## config.mk

```make
export PLATFORM = sky130hd
export DESIGN_NAME = irq_level_ctrl
export DESIGN_NICKNAME = d
export VERILOG_FILES = /design/src/rtl/irqc_pkg.sv /design/src/rtl/irqc_sync.sv /design/src/rtl/irqc_pend.sv /design/src/rtl/irqc_arb.sv /design/src/rtl/irq_level_ctrl.sv
export SDC_FILE = /design/constraint.sdc
export NUM_CORES = 1
export LEC_CHECK = 0
export ABC_CLOCK_PERIOD_IN_PS = 1940
export CORE_MARGIN = 2
export CORE_UTILIZATION = 49
export DETAILED_ROUTE_END_ITERATION = 8
export PLACE_DENSITY = 0.79
export SYNTH_ARGS = -nofsm -noshare
export SYNTH_HDL_FRONTEND = slang
export SYNTH_HIERARCHICAL = 1
export SYNTH_SLANG_ARGS = --single-unit
```

## constraint.sdc

```tcl
create_clock -name clk -period 1.94 [get_ports clk]
set_input_delay 0.194 -clock clk [delete_from_list [all_inputs] [get_ports clk]]
set_output_delay 0.194 -clock clk [all_outputs]
set_load 0.03 [all_outputs]
```

## src/rtl/irqc_pkg.sv

```systemverilog
package irqc_pkg;

   // bits needed to encode levels 0..n
   function automatic int lvl_bits(input int n);
      return (n < 1) ? 1 : $clog2(n + 1);
   endfunction

endpackage

```

## src/rtl/irqc_sync.sv

```systemverilog
module irqc_sync #(
   parameter int W      = 8,
   parameter int STAGES = 2
) (
   input  logic         clk,
   input  logic         rst_n,
   input  logic [W-1:0] async_i,
   output logic [W-1:0] sync_o
);

   if (STAGES < 2) begin : g_bad_stages
      $error("irqc_sync: STAGES must be at least 2");
   end

   logic [STAGES-1:0][W-1:0] pipe_q;

   always_ff @(posedge clk or negedge rst_n) begin
      if (!rst_n) begin
         pipe_q <= '0;
      end else begin
         pipe_q <= {pipe_q[STAGES-2:0], async_i};
      end
   end

   assign sync_o = pipe_q[STAGES-1];

endmodule

```

## src/rtl/irqc_pend.sv

```systemverilog
module irqc_pend #(
   parameter int                 REQ_W     = 8,
   parameter int                 NUM_IRQ   = 6,
   parameter logic [REQ_W-1:0]   EDGE_MASK = '0
) (
   input  logic             clk,
   input  logic             rst_n,
   input  logic [REQ_W-1:0] sync_i,
   input  logic [REQ_W-1:0] clr_i,
   output logic [REQ_W-1:0] pend_o
);

   localparam logic [REQ_W-1:0] IMPL_MASK  = {REQ_W{1'b1}} >> (REQ_W - NUM_IRQ);
   localparam logic [REQ_W-1:0] EDGE_IMPL  = EDGE_MASK & IMPL_MASK;
   localparam logic [REQ_W-1:0] LEVEL_IMPL = ~EDGE_MASK & IMPL_MASK;

   logic [REQ_W-1:0] pend_bits;

   for (genvar i = 0; i < REQ_W; i++) begin : g_line
      if (i >= NUM_IRQ) begin : g_absent
         assign pend_bits[i] = 1'b0;
      end else if (EDGE_MASK[i]) begin : g_edge
         logic prev_q;
         logic bit_q;
         always_ff @(posedge clk or negedge rst_n) begin
            if (!rst_n) begin
               prev_q <= 1'b0;
               bit_q  <= 1'b0;
            end else begin
               prev_q <= sync_i[i];
               // a fresh rising edge wins over a clear in the same cycle
               bit_q  <= (sync_i[i] & ~prev_q) | (bit_q & ~clr_i[i]);
            end
         end
         assign pend_bits[i] = bit_q;
      end else begin : g_level
         logic bit_q;
         always_ff @(posedge clk or negedge rst_n) begin
            if (!rst_n) bit_q <= 1'b0;
            else        bit_q <= sync_i[i];
         end
         assign pend_bits[i] = bit_q;
      end
   end

   assign pend_o = pend_bits;


   lvl_follow_chk: assert property (@(posedge clk) disable iff (!rst_n)
      1'b1 |=> ((pend_o & LEVEL_IMPL) == ($past(sync_i) & LEVEL_IMPL)));


   edge_hold_chk: assert property (@(posedge clk) disable iff (!rst_n)
      1'b1 |=> ((($past(pend_o) & ~$past(clr_i) & EDGE_IMPL) & ~pend_o) == '0));

endmodule

```

## src/rtl/irqc_arb.sv

```systemverilog
module irqc_arb #(
   parameter int                               REQ_W     = 8,
   parameter int                               NUM_LVL   = 4,
   parameter int                               LVL_W     = 3,
   parameter logic [NUM_LVL-1:0][REQ_W-1:0]    LVL_MASKS = '0
) (
   input  logic             clk,
   input  logic             rst_n,
   input  logic [REQ_W-1:0] eff_i,
   input  logic [LVL_W-1:0] cur_i,
   output logic [LVL_W-1:0] lvl_o,
   output logic             irq_o
);

   logic [LVL_W-1:0] nxt_lvl;

   // scan from the top level down, stop at the first eligible active one
   always_comb begin
      nxt_lvl = '0;
      for (int l = NUM_LVL; l >= 1; l--) begin
         if (nxt_lvl == '0 && l > int'(cur_i) && |(LVL_MASKS[l-1] & eff_i)) begin
            nxt_lvl = LVL_W'(l);
         end
      end
   end

   always_ff @(posedge clk or negedge rst_n) begin
      if (!rst_n) begin
         lvl_o <= '0;
         irq_o <= 1'b0;
      end else begin
         lvl_o <= nxt_lvl;
         irq_o <= (nxt_lvl != '0);
      end
   end


   above_cur_chk: assert property (@(posedge clk) disable iff (!rst_n)
      irq_o |-> (lvl_o > $past(cur_i)));


   lvl_stable_chk: assert property (@(posedge clk) disable iff (!rst_n)
      ($stable(eff_i) && $stable(cur_i)) |=> $stable(lvl_o));

endmodule

```

## src/rtl/irq_level_ctrl.sv

```systemverilog
module irq_level_ctrl #(
   parameter int                               REQ_W     = 8,
   parameter int                               NUM_IRQ   = 6,
   parameter int                               NUM_LVL   = 4,
   parameter logic [REQ_W-1:0]                 EDGE_MASK = 8'h2A,
   parameter logic [NUM_LVL-1:0][REQ_W-1:0]    LVL_MASKS = {8'h30, 8'h08, 8'h06, 8'hC1},
   localparam int                              LVL_W     = irqc_pkg::lvl_bits(NUM_LVL)
) (
   input  logic             clk,
   input  logic             rst_n,
   input  logic [REQ_W-1:0] req_i,
   input  logic             en_we,
   input  logic [REQ_W-1:0] en_wdata,
   input  logic             cur_we,
   input  logic [LVL_W-1:0] cur_wdata,
   input  logic             clr_we,
   input  logic [REQ_W-1:0] clr_wdata,
   output logic [LVL_W-1:0] pend_lvl_o,
   output logic             irq_o
);

   if (NUM_IRQ < 1 || NUM_IRQ > REQ_W) begin : g_bad_irq
      $error("irq_level_ctrl: NUM_IRQ must be within 1..REQ_W");
   end
   if (NUM_LVL < 1) begin : g_bad_lvl
      $error("irq_level_ctrl: NUM_LVL must be at least 1");
   end

   logic [REQ_W-1:0] en_q;
   logic [LVL_W-1:0] cur_q;
   logic [REQ_W-1:0] sync_req;
   logic [REQ_W-1:0] pend;
   logic [REQ_W-1:0] clr_mask;

   always_ff @(posedge clk or negedge rst_n) begin
      if (!rst_n) begin
         en_q  <= '0;
         cur_q <= '0;
      end else begin
         if (en_we)  en_q  <= en_wdata;
         if (cur_we) cur_q <= cur_wdata;
      end
   end

   assign clr_mask = clr_we ? clr_wdata : '0;

   irqc_sync #(
      .W      (REQ_W),
      .STAGES (2)
   ) i_sync (
      .clk     (clk),
      .rst_n   (rst_n),
      .async_i (req_i),
      .sync_o  (sync_req)
   );

   irqc_pend #(
      .REQ_W     (REQ_W),
      .NUM_IRQ   (NUM_IRQ),
      .EDGE_MASK (EDGE_MASK)
   ) i_pend (
      .clk    (clk),
      .rst_n  (rst_n),
      .sync_i (sync_req),
      .clr_i  (clr_mask),
      .pend_o (pend)
   );

   irqc_arb #(
      .REQ_W     (REQ_W),
      .NUM_LVL   (NUM_LVL),
      .LVL_W     (LVL_W),
      .LVL_MASKS (LVL_MASKS)
   ) i_arb (
      .clk   (clk),
      .rst_n (rst_n),
      .eff_i (pend & en_q),
      .cur_i (cur_q),
      .lvl_o (pend_lvl_o),
      .irq_o (irq_o)
   );

endmodule

```

==> metrics, run 1 <==
outcome=finished, final reports clean; CP cell instances=clkdlybuf4s50_1; final period utilization=79.24%; syn avg cell area=14.55 µm²; Clock Sink Count=36; Clock power frac=33.1%; DP Cell Count=141; GRT Total Usage=13.73%; diode count=0; DRT Pass-1 Iters=4; Die X=57.12 µm; Final nets=149; CP Capture Type=primary output; Rows=19; first-pass GRT wire length=3.187 mm; latest clock arrival within the worst-skew pair=0.34 ns; antenna viol nets, final=0; final setup fails=0; initial core utilization=51.02%; Post-DP HPWL=1.254 mm; RSZ-0062 raised after global routing=false; core area=2710 µm²; Worst Max-Slew Pin Slew=0.5250 ns; Setup CP Type=register to primary output; leakage power=0.0007687 µW; First DRT Iteration DRCs=5; Synth Cell Area=1383 µm²; clk root buf=clkbuf_4; Buf+Inv Stages, Crit Path=1; Worst R2R Path Depth=4; reg-to-reg slack, setup=0.59 ns; power per cell area=928.1 nW/µm²; Ys Warns=6; CP max FO=1; Worst-path clk slew=0.11 ns; final worst setup slack=0.4027 ns; TritonCTS clock tree=yes; largest net degree at the start of global routing=37; WP depth=1; port bufs=28; # DRC=0; Int Pwr=1199 µW; Filler cells=223; Sequential Power Share=53.8%; CTS Buffer Depth=2; Syn Inst Count=95; GPL Wtd Cong=0.6754; fin util=61.87%; Max VDD drop=885.7 µV; initial antenna violation count=0; total power=1556 µW; Critical Path AT=1.34 ns; setup bufs post-CTS=0; post-CTS sizing=0; CTS buffer count=5; final count of pins violating max slew=0; CP max stage delay=0.66 ns; IO Count=36; routed len/inst=11.89 µm; Slew HR=64.89%; vias in the first global route=741; Final Non-Filler Cells=149; final setup TNS=0 ns; hold_buf cts=0; grt total ovfl=0; Top delay family on crit path=buffers and inverters; Synth-to-Final Area Change=21.27%; Hold Violations, Final=0; Slowest-stage cell, CP=clkdlybuf4s50_1; P_sw=357.6 µW; Worst R2R Start=i_pend/g_line[5].g_edge.bit_q$_DFF_PN0_; fmax=650.5 MHz; area of the multi-input gates=346.6 µm²; vias per cell=4.832; DIE AREA=3263 µm²; storage element area=900.9 µm²; Tmin final=1.537 ns; Worst R2R End=i_arb/irq_o$_DFF_PN0_; CP Launch Point=i_arb/lvl_o[1]$_DFF_PN0_; Req. time, crit path=1.75 ns; Max Cap Viol=0; share of layout cells above drive strength 1=20.34%; DR vias=720; startpoint types=register; sw frac=22.98%; Min-Delay Path Class=input port to async pin; Worst Skew=0.01046 ns; final WL=1.771 mm; pre-CTS WS=0.4575 ns; chip height=57.12 µm; H-Tree Depth=2; Setup crit end=pend_lvl_o[1]; combinational share of power=13.1%
flip-flops by register name, summed over array words and instances, names as in the netlist:
signal and count:
i_pend/g_line.g_edge.bit_q 3, i_arb/lvl_o 3, cur_q 3, i_arb/irq_o 1, i_pend/g_line.g_level.bit_q 3, i_sync/pipe_q 6
i_pend/g_line.g_edge.prev_q 3, i_sync/sync_o 6, en_q 8
metrics by stage:
stage	cell area (µm²)	hold WS, ns
after floorplan	1386	-0.1016
after global placement	1597	0.3321
after detailed placement	1597	0.3358
after CTS	1677	0.2606
after global routing	1677	0.2592
final	1677	0.2499
metal layers:
layer	global-route usage (%)	wire length (µm)	part of all wire [%]
met1	16.23	727	41
met2	20.85	890	50
met3	6.803	118	6.7
met4	6.977	34	1.9
met5	0	0	0
power groups by stage:
stage	logic [µW]	registers [µW]	clock network, µW
floorplan	111	870	0
global placement	201	850	0
detailed placement	206	854	0
CTS	207	838	533
global route	224	845	571
finish	204	837	515
cell usage in the layout (no fill, tap or decap):
cell / n
nor2_4: 1
and2_1: 11
conb_1: 2
mux2_4: 8
nor2_1: 2
clkbuf_4: 5
nand2_1: 2
inv_1: 6
o22ai_2: 3
dfrtp_1: 36
o2111ai_1: 1
o31ai_1: 2
clkinvlp_4: 1
mux2_2: 3
clkdlybuf4s50_1: 28
bufinv_16: 1
clkinv_2: 1
nand4b_1: 1
nor3_1: 2
or4b_1: 1
buf_4: 1
how the worst min path moves through the flow:
stage | startpoint | to | slack, ns
5_1_grt | req_i[4] | i_sync/pipe_q[4]$_DFF_PN0_ | 0.26
3_5_place_dp | i_sync/pipe_q[2]$_DFF_PN0_ | i_sync/sync_o[2]$_DFF_PN0_ | 0.34
4_1_cts | rst_n | i_pend/g_line[5].g_edge.bit_q$_DFF_PN0_ | 0.26
6_report | rst_n | i_sync/pipe_q[3]$_DFF_PN0_ | 0.25
2_1_floorplan | rst_n | cur_q[0]$_DFFE_PN0P_ | -0.10
3_3_place_gp | i_sync/pipe_q[2]$_DFF_PN0_ | i_sync/sync_o[2]$_DFF_PN0_ | 0.33
area by class of cell:
type | count | share of cell area, %
well taps | 31 | 2.313
flip-flops and latches | 36 | 53.73
clock inverters | 3 | 2.537
clock buffers | 5 | 2.239
repair buffers | 29 | 17.16
multi-input cells | 39 | 20.67
inverters | 6 | 1.343
Power figures use the tool's default switching activity.
==> run 2, diff against run 1 <==
- ABC_CLOCK_PERIOD_IN_PS: 1940 -> 1300
- CORE_UTILIZATION: 49 -> 44
- PLACE_DENSITY: 0.79 -> 0.75
- clock period: 1.94 -> 1.3 ns (I/O delays scaled with it)
==> run 2 against run 1 <==
  * Cell count rose by 10%
  * Via count fell by 1.1%
  * Combinational power rose by 58%
  * Register-to-register slack got worse by 0.59 ns
  * Total power rose by 43%
==> metrics, run 2 (synthesis gave the netlist of run 1 again) <==
outcome=finished, final reports clean; Synth-to-Final Area Change=24.43%; TritonCTS clock tree=yes; DR vias=712 (-1.1%); Min-Delay Path Class=input port to register; Top delay family on crit path=simple AND/OR/NAND/NOR gates; Worst-path clk slew=0.10 ns (about the same); commonest non-fill, non-tap cell in the layout=dfrtp_1; # DRC=0 (unchanged); share of layout cells above drive strength 1=25.00% (+4.7 points); startpoint types=register; IO Count=36 (unchanged); vias in the first global route=773 (+4.3%); GPL Wtd Cong=0.7441 (+10%); leakage power=0.0008052 µW (+4.8%); WP depth=4 (+3); Die X=60.06 µm (+5.1%); Sequential Power Share=56.4% (+2.6 points); commonest non-fill, non-tap cells in the layout=36 x dfrtp_1, 23 x clkdlybuf4s50_1, 9 x and2_1, 8 x mux2_4, 6 x inv_1; port bufs=28 (unchanged); reg-to-reg slack, setup=0.002 ns (-0.59 ns); CP cell instances=and2_4 > nor2_4 > or4b_4 > o2111ai_2; fin util=56.82% (-5.0 points); First DRT Iteration DRCs=7 (+2); CTS buffer count=5 (unchanged); CP max stage delay=0.47 ns (-0.19 ns); power per cell area=1290 nW/µm² (+39%); Max VDD drop=589.7 µV (-33%); diode count=0 (unchanged); DP Cell Count=156 (+11%); total power=2219 µW (+43%); Worst R2R Path Depth=4 (unchanged); CP Launch Point=en_q[5]$_DFFE_PN0P_; chip height=60.06 µm (+5.1%); RSZ-0062 raised after global routing=true; grt total ovfl=0 (unchanged); first-pass GRT wire length=3.360 mm (+5.4%); Int Pwr=1702 µW (+42%); Req. time, crit path=1.54 ns (-0.21 ns); Rows=20 (+1); fmax=770.3 MHz; CP max FO=2 (+1); routed len/inst=12.13 µm (+2.1%); Slowest-stage cell, CP=or4b_4; Final nets=152 (+2.0%); Critical Path AT=1.54 ns (+0.20 ns); Setup crit end=i_arb/irq_o$_DFF_PN0_; Buf+Inv Stages, Crit Path=0 (-1); combinational share of power=14.5% (+1.4 points); setup bufs post-CTS=0 (unchanged); latest clock arrival within the worst-skew pair=0.33 ns (about the same); Clock power frac=29.1% (-4.0 points); cell area after layout=1720 µm² (+2.6%); H-Tree Depth=2 (unchanged); DRT Pass-1 Iters=3 (-1); DIE AREA=3607 µm² (+11%); Clock Sink Count=36 (unchanged); Worst R2R Start=en_q[5]$_DFFE_PN0P_; CP Capture Type=register; antenna viol nets, final=0 (unchanged); Filler cells=256 (+15%); final WL=1.990 mm (+12%); final period utilization=99.87%; largest register by flop count=en_q; Tmin final=1.298 ns; largest net degree at the start of global routing=37 (unchanged); clk root buf=clkbuf_4; final setup fails=0 (unchanged); Setup CP Type=register to register; Final Non-Filler Cells=164 (+10%); initial antenna violation count=0 (unchanged); CTS Buffer Depth=2 (unchanged); GRT Total Usage=13.52% (-0.22 points); core area=3028 µm² (+12%); Max Cap Viol=0 (unchanged); P_sw=516.7 µW (+45%); final count of pins violating max slew=0 (unchanged); Post-DP HPWL=1.411 mm (+13%); Worst Skew=0.007046 ns (-0.003418 ns); Worst R2R End=i_arb/irq_o$_DFF_PN0_; vias per cell=4.341 (-10%); Hold Violations, Final=0 (unchanged); sw frac=23.29% (+0.31 points); Post-Place Cell Area=1644 µm² (+3.0%); initial core utilization=45.66% (-5.4 points); number of flip-flops in the largest register=8 (unchanged)
==> run 2: power by group through the flow <==
stage	logic (µW)	clock network, µW	registers, µW
final	322	645	1250
after detailed placement	331	0	1280
after CTS	326	682	1250
after global placement	320	0	1270
after floorplan	173	0	1300
after global routing	350	717	1260
==> run 2: timing repair <==
action | CTS | global route
endpoints found under the setup margin | 5 | 1
hold buffers | 1 | 0
pin swaps | 1 | 0
gates resized for setup | 5 | 0
endpoints found under the hold margin | 36 | 0
==> run 2: worst min-delay path by stage <==
stage | from | end | slack, ns | depth (start not counted)
finish | req_i[1] | i_sync/pipe_q[1]$_DFF_PN0_ | 0.22 | 1
global route | req_i[3] | i_sync/pipe_q[3]$_DFF_PN0_ | 0.20 | 1
CTS | req_i[3] | i_sync/pipe_q[3]$_DFF_PN0_ | 0.20 | 1
detailed placement | rst_n | i_pend/g_line[3].g_edge.prev_q$_DFF_PN0_ | 0.19 | 2
global placement | rst_n | i_pend/g_line[3].g_edge.bit_q$_DFF_PN0_ | 0.18 | 2
floorplan | rst_n | cur_q[0]$_DFFE_PN0P_ | -0.17 | 0
==> run 2: stage by stage <==
stage	setup WS, ns	setup TNS [ns]	hold slack, ns
5_1_grt	-0.05366	-0.05366	0.2000
2_1_floorplan	-0.03668	-0.03668	-0.1656
3_5_place_dp	-0.008884	-0.008884	0.1903
6_report	0.001747	0	0.2230
4_1_cts	0.007350	0	0.2008
3_3_place_gp	0.04538	0	0.1804
==> run 2: cell type report <==
type / instances / area [µm²] / share of cell area, %
tap: 44 / 55.05 / 3.200
sequential: 36 / 900.9 / 52.36
multi-input combinational: 39 / 361.6 / 21.02
clock buffer: 7 / 65.06 / 3.782
timing repair buffer: 32 / 315.3 / 18.33
inverter: 6 / 22.52 / 1.309
==> run 2: layer usage <==
metal	vias up	GRT usage, %	part of all wire [%]
met3	5	6.277	6.8
met2	24	21.58	51
met1	339	14.73	39
met4	0	7.619	2.3
li1	344	-	-
met5	-	0	0
